`config.mk`:
```
export PLATFORM = sky130hd
export DESIGN_NAME = dma_len_counter
export DESIGN_NICKNAME = d
export VERILOG_FILES = /design/src/rtl/dlc_pkg.sv /design/src/rtl/dlc_count_regs.sv /design/src/rtl/dlc_burst_calc.sv /design/src/rtl/dlc_beat_tracker.sv /design/src/rtl/dma_len_counter.sv
export SDC_FILE = /design/constraint.sdc
export NUM_CORES = 1
export LEC_CHECK = 0
export CAP_MARGIN = 10
export CELL_PAD_IN_SITES_DETAIL_PLACEMENT = 2
export CELL_PAD_IN_SITES_GLOBAL_PLACEMENT = 2
export CORE_ASPECT_RATIO = 0.8
export CORE_MARGIN = 4
export CORE_UTILIZATION = 25
export DETAILED_ROUTE_END_ITERATION = 16
export DONT_BUFFER_PORTS = 1
export HOLD_SLACK_MARGIN = 0.03
export PLACE_DENSITY_LB_ADDON = 0.2
export SLEW_MARGIN = 20
export SYNTH_ARGS = -nofsm -noshare
export SYNTH_HDL_FRONTEND = slang
export SYNTH_SLANG_ARGS = --single-unit
```
`constraint.sdc`:
```
create_clock -name clk -period 8.6 [get_ports clk]
set_input_delay 0.86 -clock clk [delete_from_list [all_inputs] [get_ports clk]]
set_output_delay 0.86 -clock clk [all_outputs]
set_load 0.05 [all_outputs]
```
`src/rtl/dlc_pkg.sv`:
```
package dlc_pkg;
    localparam int ADDR_W = 4;
    localparam logic [ADDR_W-1:0] ADDR_CNT_LO  = 4'h0;
    localparam logic [ADDR_W-1:0] ADDR_CNT_HI  = 4'h1;
    localparam logic [ADDR_W-1:0] ADDR_COMMAND = 4'h3;
    localparam logic [6:0]        OP_XFER_INFO = 7'h10;
    localparam logic [7:0]        INTR_BUS_SVC = 8'h10;
    localparam logic [7:0]        INTR_NONE    = 8'h00;
endpackage

```
`src/rtl/dlc_count_regs.sv`:
```
module dlc_count_regs
    import dlc_pkg::*;
#(
    parameter int BYTE_W = 8,
    localparam int CNT_W = 2 * BYTE_W
) (
    input  logic              clk,
    input  logic              rst_n,
    input  logic              host_wr,
    input  logic [ADDR_W-1:0] host_addr,
    input  logic [BYTE_W-1:0] host_wdata,
    input  logic              done_now,
    output logic [CNT_W-1:0]  eff_count,
    output logic              go,
    output logic [CNT_W-1:0]  count_rd,
    output logic              tc_flag,
    output logic              dma_mode,
    output logic [7:0]        intr_code
);
    typedef struct packed {
        logic [CNT_W-1:0] shadow;
        logic [CNT_W-1:0] rd;
        logic             tc;
        logic             dma;
        logic [7:0]       intr;
    } regs_t;

    regs_t regs_d, regs_q;
    logic  wr_lo, wr_hi, wr_cmd, dma_bit;

    always_comb begin
        wr_lo     = host_wr && (host_addr == ADDR_CNT_LO);
        wr_hi     = host_wr && (host_addr == ADDR_CNT_HI);
        wr_cmd    = host_wr && (host_addr == ADDR_COMMAND);
        dma_bit   = host_wdata[BYTE_W-1];
        go        = wr_cmd && dma_bit && (host_wdata[6:0] == OP_XFER_INFO);
        eff_count = (wr_cmd && dma_bit) ? regs_q.shadow : regs_q.rd;

        regs_d = regs_q;
        if (wr_lo) regs_d.shadow[BYTE_W-1:0]     = host_wdata;
        if (wr_hi) regs_d.shadow[CNT_W-1:BYTE_W] = host_wdata;
        if (wr_lo || wr_hi) regs_d.tc = 1'b0;
        if (wr_cmd) begin
            regs_d.dma = dma_bit;
            if (dma_bit) regs_d.rd = regs_q.shadow;
        end
        if (go) begin
            regs_d.tc   = 1'b0;
            regs_d.intr = INTR_NONE;
        end
        if (done_now) begin
            regs_d.tc   = 1'b1;
            regs_d.intr = INTR_BUS_SVC;
            regs_d.rd   = '0;
        end
    end

    always_ff @(posedge clk or negedge rst_n) begin
        if (!rst_n) regs_q <= '0;
        else        regs_q <= regs_d;
    end

    assign count_rd  = regs_q.rd;
    assign tc_flag   = regs_q.tc;
    assign dma_mode  = regs_q.dma;
    assign intr_code = regs_q.intr;

    // count-byte write clears terminal count
    assert_tc_clear_R3: assert property (@(posedge clk) disable iff (!rst_n)
        (host_wr && (host_addr == ADDR_CNT_LO || host_addr == ADDR_CNT_HI) && !done_now)
        |=> !tc_flag);

    // DMA flag follows command bit 7
    assert_dma_mode_R4: assert property (@(posedge clk) disable iff (!rst_n)
        (host_wr && host_addr == ADDR_COMMAND) |=> (dma_mode == $past(host_wdata[BYTE_W-1])));

    // completion posts status
    assert_done_status_R9: assert property (@(posedge clk) disable iff (!rst_n)
        done_now |=> (tc_flag && count_rd == '0 && intr_code == INTR_BUS_SVC));
endmodule

```
`src/rtl/dlc_burst_calc.sv`:
```
module dlc_burst_calc #(
    parameter int CNT_W   = 16,
    parameter int RESID_W = 18,
    parameter int CMD_CAP = 32,
    localparam int LEN_W  = CNT_W + 1,
    localparam int CMP_W  = (LEN_W > RESID_W) ? LEN_W : RESID_W
) (
    input  logic               clk,
    input  logic               rst_n,
    input  logic [CNT_W-1:0]   eff_count,
    input  logic               cmd_collect,
    input  logic [RESID_W-1:0] phase_resid,
    output logic [LEN_W-1:0]   len
);
    logic [LEN_W-1:0]   full;
    logic [RESID_W-1:0] mag;
    logic [CMP_W-1:0]   full_x, limit, pick;

    always_comb begin
        full   = (eff_count == '0) ? (LEN_W'(1) << CNT_W) : {1'b0, eff_count};
        mag    = phase_resid[RESID_W-1] ? (~phase_resid + 1'b1) : phase_resid;
        full_x = CMP_W'(full);
        limit  = cmd_collect ? CMP_W'(CMD_CAP) : CMP_W'(mag);
        pick   = (full_x < limit) ? full_x : limit;
        len    = pick[LEN_W-1:0];
    end

    // command collection never exceeds the cap
    assert_cap_R6: assert property (@(posedge clk) disable iff (!rst_n)
        cmd_collect |-> (len <= LEN_W'(CMD_CAP)));
endmodule

```
`src/rtl/dlc_beat_tracker.sv`:
```
module dlc_beat_tracker #(
    parameter int LEN_W  = 17,
    parameter int BEAT_W = 3
) (
    input  logic              clk,
    input  logic              rst_n,
    input  logic              go,
    input  logic [LEN_W-1:0]  len,
    input  logic              beat_valid,
    input  logic [BEAT_W-1:0] beat_bytes,
    output logic              done_now,
    output logic [LEN_W-1:0]  burst_len,
    output logic              burst_start,
    output logic [LEN_W-1:0]  remaining,
    output logic              xfer_busy,
    output logic              xfer_done
);
    typedef struct packed {
        logic [LEN_W-1:0] len;
        logic             start;
        logic [LEN_W-1:0] rem;
        logic             busy;
        logic             done;
    } trk_t;

    trk_t trk_d, trk_q;
    logic [LEN_W-1:0] beat_x, dec;

    always_comb begin
        beat_x   = LEN_W'(beat_bytes);
        dec      = (beat_x > trk_q.rem) ? trk_q.rem : beat_x;
        done_now = 1'b0;
        trk_d       = trk_q;
        trk_d.start = 1'b0;
        if (go) begin
            trk_d.len   = len;
            trk_d.start = 1'b1;
            trk_d.rem   = len;
            trk_d.busy  = (len != '0);
            done_now    = (len == '0);
        end else if (trk_q.busy && beat_valid) begin
            trk_d.rem = trk_q.rem - dec;
            if (dec == trk_q.rem) begin
                trk_d.busy = 1'b0;
                done_now   = 1'b1;
            end
        end
        trk_d.done = done_now;
    end

    always_ff @(posedge clk or negedge rst_n) begin
        if (!rst_n) trk_q <= '0;
        else        trk_q <= trk_d;
    end

    assign burst_len   = trk_q.len;
    assign burst_start = trk_q.start;
    assign remaining   = trk_q.rem;
    assign xfer_busy   = trk_q.busy;
    assign xfer_done   = trk_q.done;

    // no beat, no change
    assert_rem_hold_R8: assert property (@(posedge clk) disable iff (!rst_n)
        (xfer_busy && !beat_valid && !go) |=> $stable(remaining));

    // remaining never exceeds the burst length
    assert_rem_bound_R8: assert property (@(posedge clk) disable iff (!rst_n)
        remaining <= burst_len);

    // a start loads the full length
    assert_start_load_R5: assert property (@(posedge clk) disable iff (!rst_n)
        go |=> (burst_start && remaining == burst_len));
endmodule

```
`src/rtl/dma_len_counter.sv`:
```
module dma_len_counter
    import dlc_pkg::*;
#(
    parameter int BYTE_W  = 8,
    parameter int RESID_W = 18,
    parameter int BEAT_W  = 3,
    parameter int CMD_CAP = 32,
    localparam int CNT_W  = 2 * BYTE_W,
    localparam int LEN_W  = CNT_W + 1
) (
    input  logic               clk,
    input  logic               rst_n,
    input  logic               host_wr,
    input  logic [ADDR_W-1:0]  host_addr,
    input  logic [BYTE_W-1:0]  host_wdata,
    input  logic               cmd_collect,
    input  logic [RESID_W-1:0] phase_resid,
    input  logic               beat_valid,
    input  logic [BEAT_W-1:0]  beat_bytes,
    output logic [CNT_W-1:0]   count_rd,
    output logic               tc_flag,
    output logic               dma_mode,
    output logic [7:0]         intr_code,
    output logic [LEN_W-1:0]   burst_len,
    output logic               burst_start,
    output logic [LEN_W-1:0]   remaining,
    output logic               xfer_busy,
    output logic               xfer_done
);
    logic [CNT_W-1:0] eff_count;
    logic [LEN_W-1:0] len;
    logic             go, done_now;

    dlc_count_regs #(.BYTE_W(BYTE_W)) u_regs (
        .clk(clk), .rst_n(rst_n), .host_wr(host_wr), .host_addr(host_addr),
        .host_wdata(host_wdata), .done_now(done_now), .eff_count(eff_count),
        .go(go), .count_rd(count_rd), .tc_flag(tc_flag), .dma_mode(dma_mode),
        .intr_code(intr_code)
    );

    dlc_burst_calc #(.CNT_W(CNT_W), .RESID_W(RESID_W), .CMD_CAP(CMD_CAP)) u_calc (
        .clk(clk), .rst_n(rst_n), .eff_count(eff_count), .cmd_collect(cmd_collect),
        .phase_resid(phase_resid), .len(len)
    );

    dlc_beat_tracker #(.LEN_W(LEN_W), .BEAT_W(BEAT_W)) u_trk (
        .clk(clk), .rst_n(rst_n), .go(go), .len(len), .beat_valid(beat_valid),
        .beat_bytes(beat_bytes), .done_now(done_now), .burst_len(burst_len),
        .burst_start(burst_start), .remaining(remaining), .xfer_busy(xfer_busy),
        .xfer_done(xfer_done)
    );
endmodule

```
# ---- Yosys cells after proc, flatten, opt, wreduce, memory -nomap -nowiden
# Cells that the tools add are included.
dict set report totals {
  reg_bits 79
  wordCells 59
  output_inout_bits 63
}
dict set report classes {
  mux 20
  bitwise_logic 1
  reduce_logical 19
  addsub 2
  magnitude_cmp 2
  n_eq_ne 4
}
# cell count
set ops {}
lappend ops {{$mux W18} 4}
lappend ops {{$mux W17} 4}
lappend ops {{$mux W16} 3}
lappend ops {{$add A18 B1 Y18 const B} 1}
lappend ops {{$lt A17 B18 Y1} 1}
lappend ops {{$not A18 Y18} 1}
lappend ops {{$eq A17 B17 Y1} 1}
lappend ops {{$gt A3 B17 Y1} 1}
lappend ops {{$logic_not A17 Y1} 1}
lappend ops {{$reduce_bool A17 Y1} 1}
lappend ops {{$sub A17 B17 Y17} 1}
lappend ops {{$logic_not A16 Y1} 1}
lappend ops {{$mux W8} 2}
lappend ops {{$reduce_bool A2 Y1} 5}
lappend ops {{$eq A7 B5 Y1 const B} 1}
lappend ops {{$mux W1} 7}
lappend ops {{$logic_and A1 B1 Y1} 6}
lappend ops {{$eq A4 B1 Y1 const B} 1}
lappend ops {{$eq A4 B2 Y1 const B} 1}
lappend ops {{$logic_not A4 Y1} 1}
lappend ops {{$reduce_and A2 Y1} 2}
lappend ops {{$reduce_bool A3 Y1} 1}
lappend ops {{$logic_or A1 B1 Y1} 1}

# ---- Depth between registers and ports, before layout
dict set report depth {
  ltp_word 12
  depth_mapped 18
  depth_no_buf 17
}

# ---- Hierarchy
# Synthesis repeated with hierarchy kept, for this count alone.
dict set report hier_totals {
  hier_cells 525
  hier_area_um2 4835.9
}
# mod n_inst seq_area_each_um2 area_per_inst_um2 cells_each
set by_module_without_submodules {}
lappend by_module_without_submodules {dlc_beat_tracker 1 925.9 1911.8 194}
lappend by_module_without_submodules {dlc_count_regs 1 875.8 1697.9 164}
lappend by_module_without_submodules {dlc_burst_calc 1 0.0 1226.2 167}

# ---- Least setup slack after synthesis
# Ideal clock, no wire load.
dict set report synth_path {
  path_type {input port to flip-flop}
  startpoint {input host_addr[3]}
  endpoint {register u_trk.trk_q (netlist bit u_trk.xfer_busy)}
  path_buffers 3
  t_required_ns 8.470
  arrival_ns 4.107
  setup_slack_ns 4.363
  setup_time_ns 0.130
  stages 15
  cell_sequence {nor3b_1 -> and4_1 -> buf_2 -> buf_2 -> mux2i_1 -> inv_1 -> ha_1 -> nand4_1 -> nor4_1 -> o21ai_0 -> o211ai_1 -> nand2_2 -> o41ai_2 -> buf_2 -> o21ai_0}
}
dict set report synth_between {
  elab_chain_len 10
  elab_cells_between_ends 14
  cone_classes {order compare (1); eq/ne (1); mux (4); reduce/logical (8)}
}
# element line_no
set synth_lines {}
lappend synth_lines {{start: declaration} dma_len_counter.sv:14} ;# input logic [ADDR_W-1:0] host_addr,
lappend synth_lines {{$eq A4 B2 Y1 (*)} dlc_count_regs.sv:34} ;# wr_cmd = host_wr && (host_addr == ADDR_COMMAND);
lappend synth_lines {{$logic_and A1 B1 Y1 (*)} dlc_count_regs.sv:34}
lappend synth_lines {{$logic_and A1 B1 Y1 (*)} {dlc_count_regs.sv:36, dlc_count_regs.sv:37}}
lappend synth_lines {{$mux W16} dlc_count_regs.sv:37} ;# eff_count = (wr_cmd && dma_bit) ? regs_q.shadow : regs_q.rd;
lappend synth_lines {{$logic_not A16 Y1} dlc_burst_calc.sv:20} ;# full = (eff_count == '0) ? (LEN_W'(1) << CNT_W) : {1'b0, eff_count};
lappend synth_lines {{$mux W17} dlc_burst_calc.sv:20}
lappend synth_lines {{$lt A17 B18 Y1} dlc_burst_calc.sv:24} ;# pick = (full_x < limit) ? full_x : limit;
lappend synth_lines {{$mux W17} dlc_burst_calc.sv:24}
lappend synth_lines {{$reduce_bool A17 Y1} dlc_beat_tracker.sv:39} ;# trk_d.busy = (len != '0);
lappend synth_lines {{$mux W18} dlc_beat_tracker.sv:35} ;# if (go) begin
lappend synth_lines {{end signal: assignment} dlc_beat_tracker.sv:53} ;# else trk_q <= trk_d;
lappend synth_lines {{end: declaration} dlc_beat_tracker.sv:26} ;# trk_t trk_d, trk_q;
# Every way passes the cells marked *; elsewhere a longest branch is shown, timed or not.
# A chain may end at the register's enable or synchronous reset.

# ---- Worst setup path after layout
dict set report layout_path {
  startpoint {input host_addr[3]}
  endpoint {register u_regs.regs_q[21] (netlist: u_regs.count_rd[11])}
}
dict set report layout_between {
  elab_chain_len 12
  elab_cells_between_ends 15
  cone_classes {order compare (1); eq/ne (1); mux (5); reduce/logical (8)}
}
# element line_no
set layout_lines {}
lappend layout_lines {{$eq A4 B2 Y1 (*)} dlc_count_regs.sv:34}
lappend layout_lines {{$logic_and A1 B1 Y1 (*)} dlc_count_regs.sv:34}
lappend layout_lines {{$logic_and A1 B1 Y1} {dlc_count_regs.sv:36, dlc_count_regs.sv:37}}
lappend layout_lines {{$mux W16} dlc_count_regs.sv:37}
lappend layout_lines {{$logic_not A16 Y1} dlc_burst_calc.sv:20}
lappend layout_lines {{$mux W17} dlc_burst_calc.sv:20}
lappend layout_lines {{$lt A17 B18 Y1} dlc_burst_calc.sv:24}
lappend layout_lines {{$mux W17} dlc_burst_calc.sv:24}
lappend layout_lines {{$logic_not A17 Y1} dlc_beat_tracker.sv:40} ;# done_now = (len == '0);
lappend layout_lines {{$mux W1} dlc_beat_tracker.sv:35}
lappend layout_lines {{$reduce_bool A2 Y1 (no line)} n/a}
lappend layout_lines {{$reduce_and A2 Y1 (no line)} n/a}
lappend layout_lines {{end signal: assignment} dlc_count_regs.sv:60} ;# else regs_q <= regs_d;
lappend layout_lines {{end: declaration} dlc_count_regs.sv:28} ;# regs_t regs_d, regs_q;
# Marked as above.

==> flow_metrics.py <==
metrics = {
    "run_status": {
        "status": "finished, final reports clean",
    },
    "logic_synthesis": {
        "async_flop_share_pct": 100,
        "ys_top_cells_by_area": "dfrtp_1 38%, mux2_2 6.2%, ha_1 6.1%, mux2i_1 5.5%, buf_4 4.0%",
        "yosysMostFrequentCell": "dfrtp_1",
        "synth_warnings": 0,
        "avgSynthCellArea_um2": 9.20,
        "mappedNetlistArea_um2": 4700,
        "ys_ff_latch": 72,
        "seq_area_frac_synth_pct": 38.3,
        "synth-edff-count": 0,
        "ys_types": 56,
        "synth_area_leader_cell": "dfrtp_1",
        "yosys-top-cells-count": "72 x dfrtp_1, 46 x nand2_1, 46 x nor2_1",
        "synth_top_area_share_pct": 38.3,
        "postSynthCellCount": 511,
        "synth_ff_type": "dfrtp_1",
    },
    "min_path": {
        "hp-class": "input pin to asynchronous set/reset pin",
    },
    "detailed_routing": {
        "routedWlPerCell_um": 20.5,
        "remaining_drc_errors": 0,
        "vias": 3707,
        "detail_route.first_pass.iterations": 4,
        "wl_um": 15300,
        "ant_nets": 0,
        "viasPerCell": 4.96,
        "drt_iter0_drc": 115,
    },
    "critical_path": {
        "cp_num_cells": 13,
        "path_buf_inv": 2,
        "slowest_stage": "and4_1",
        "reg2regPathDepth": 14,
        "crit_arrival_ps": 5330,
        "end_kind": "flip-flop",
        "cp_data_required_time_ps": 8810,
        "cp_top_family": "simple AND/OR/NAND/NOR gates",
        "cp-start-kind": "input pin",
        "critPathMaxFanout": 20,
        "critPathMaxStageDelay_ps": 980,
        "crit_type": "input pin to flip-flop",
        "path_cells": "nor3b_1 > and4_1 > mux2i_1 > inv_1 > ha_1 > nand4_1 > nor4_1 > o21ai_0 > o211ai_1 > nand2_2 > o41ai_2 > buf_4 > a21boi_0",
    },
    "floorplanning": {
        "die_h_um": 131,
        "dieArea_um2": 21100,
        "io_pins": 101,
        "coreArea_um2": 18300,
        "rows": 44,
        "die_x_um": 161,
        "start_util_pct": 25.7,
    },
    "sta": {
        "tightest_slew_ps": 1070,
        "tns_ps": 0,
        "period_needed_ps": 5120,
        "fin_crit_sh_pct": 59.6,
        "setup_violations": 0,
        "hold_slack_ps": 214,
        "finClkSkew_ps": 9.14,
        "timing.fmax_mhz": 195,
        "finalHoldViolCount": 0,
        "drv_slew": 0,
        "relSlewSlack_pct": 28.7,
        "rsz0062_at_grt": "no",
    },
    "power": {
        "pwr-share-seq_pct": 47.6,
        "power.density_nw_per_um2": 291,
        "power.internal_mw": 0.824,
        "switchingPower_mw": 0.665,
        "ir_drop_mv": 0.0966,
        "netSwitchingFraction_pct": 44.6,
        "power_leakage_nw": 2.28,
        "combPwrFrac_pct": 25.0,
        "clockPowerShare_pct": 27.4,
    },
    "placed_design": {
        "dp_hpwl_um": 12100,
        "postPlaceCellArea_um2": 4800,
        "place.port_buffers": 0,
        "gp_congestion": 0.791,
    },
    "clock_network": {
        "clk_path_buf_depth": 2,
        "cts_setup_buffers": 0,
        "cts_tree": "built",
        "htree_levels": 3,
        "cts_hold_buf": 0,
        "cts.sinks": 72,
        "root_buffer": "clkbuf_16",
        "clock_latency_ps": 350,
        "path_clk_slew_ps": 60,
        "cts_made_buffers": 9,
        "cts_resized": 0,
    },
    "grt": {
        "grt_start_max_net_pins": 73,
        "grt_pass1_vias": 3994,
        "antenna_found_initial": 0,
        "grt-ovfl-total": 0,
        "grt_pass1_wl_um": 24000,
        "grt.total_usage_pct": 14.9,
    },
    "run": {
        "max-cap-violations": 0,
    },
    "layout": {
        "layout-drive-gt1-share_pct": 11.5,
        "fin_area_um2": 5120,
        "n_antenna_cell": 0,
        "n_fill_cell": 2092,
        "nets": 551,
        "areaGrowthSynthToFinish_pct": 8.94,
        "fin_util_pct": 28.0,
    },
}
registers in the layout, summed over array words and instances (netlist names), 16 cells and up:
| register | cells |
|---|---|
| u_regs.count_rd | 16 |
| u_regs.regs_q | 16 |
| u_trk.burst_len | 17 |
| u_trk.remaining | 17 |
per-stage QoR:
stage	worst slack, ps	power (mW)	std cells
6_report	3480	1.49	747
5_1_grt	2880	1.58	747
4_1_cts	3430	1.51	747
3_5_place_dp	3090	1.09	731
3_3_place_gp	3370	1.08	731
2_1_floorplan	4360	0.987	517
power groups by stage:
stage	Sequential (mW)	Clock, mW	Combinational [mW]
3_3_place_gp	0.717	0	0.365
2_1_floorplan	0.619	0	0.368
3_5_place_dp	0.718	0	0.375
6_report	0.708	0.408	0.372
5_1_grt	0.720	0.434	0.423
4_1_cts	0.712	0.419	0.380
layout by cell type, fill, tap and decap left out, drive strengths merged, types with 9 or more instances in the layout:
| master | count |
|---|---|
| a21oi | 34 |
| nor2 | 47 |
| o21ai | 24 |
| clkbuf | 10 |
| nor4 | 20 |
| nand3 | 9 |
| dfrtp | 72 |
| nand2 | 47 |
| mux2i | 26 |
| ha | 23 |
| xor2 | 15 |
| mux2 | 26 |
| xnor2 | 11 |
| inv | 32 |
area by class of cell:
cell class                 count  area, µm²  share of cell area [%]
multi-input combinational    371       2530                    49.5
sequential                    72       1800                    35.2
tap                          253        317                    6.18
clock buffer                  10        229                    4.47
inverter                      31        116                    2.27
clock inverter                 6       92.6                    1.81
timing repair buffer           4       30.0                   0.586
path summary, 6_finish.rpt:
path	startpoint	to	slack [ps]
max reg2reg	u_trk.remaining[7]	u_trk.remaining[16]	3930
min reg2reg	u_regs.regs_q[28]	u_regs.regs_q[28]	540
max in group asynchronous	rst_n	u_regs.count_rd[14]	8260
max	host_addr[3]	u_regs.count_rd[11]	3480
min	rst_n	u_trk.burst_len[5]	210
min in group clk	u_regs.regs_q[28]	u_regs.regs_q[28]	540
cell families after synthesis:
group           count (synthesis)  share of synthesized area, %
compound gates                 93                          12.1
xor+xnor                       26                          4.84
fa+ha+maj                      24                          6.55
buf+inv                        74                          8.22
flops                          72                          38.3
mux                            52                          11.8
other cells                     1                        0.0798
simple gates                  169                          18.1
routing by layer:
layer / track usage [%] / share of wire [%] / up-vias
met5: 0 / 0 / -
met2: 23.4 / 44 / 73
met4: 5.12 / 1.5 / 0
met1: 20.3 / 49 / 1894
met3: 3.39 / 5.4 / 13
li1: - / - / 1727
No activity file was read; power rests on OpenSTA's default activity.
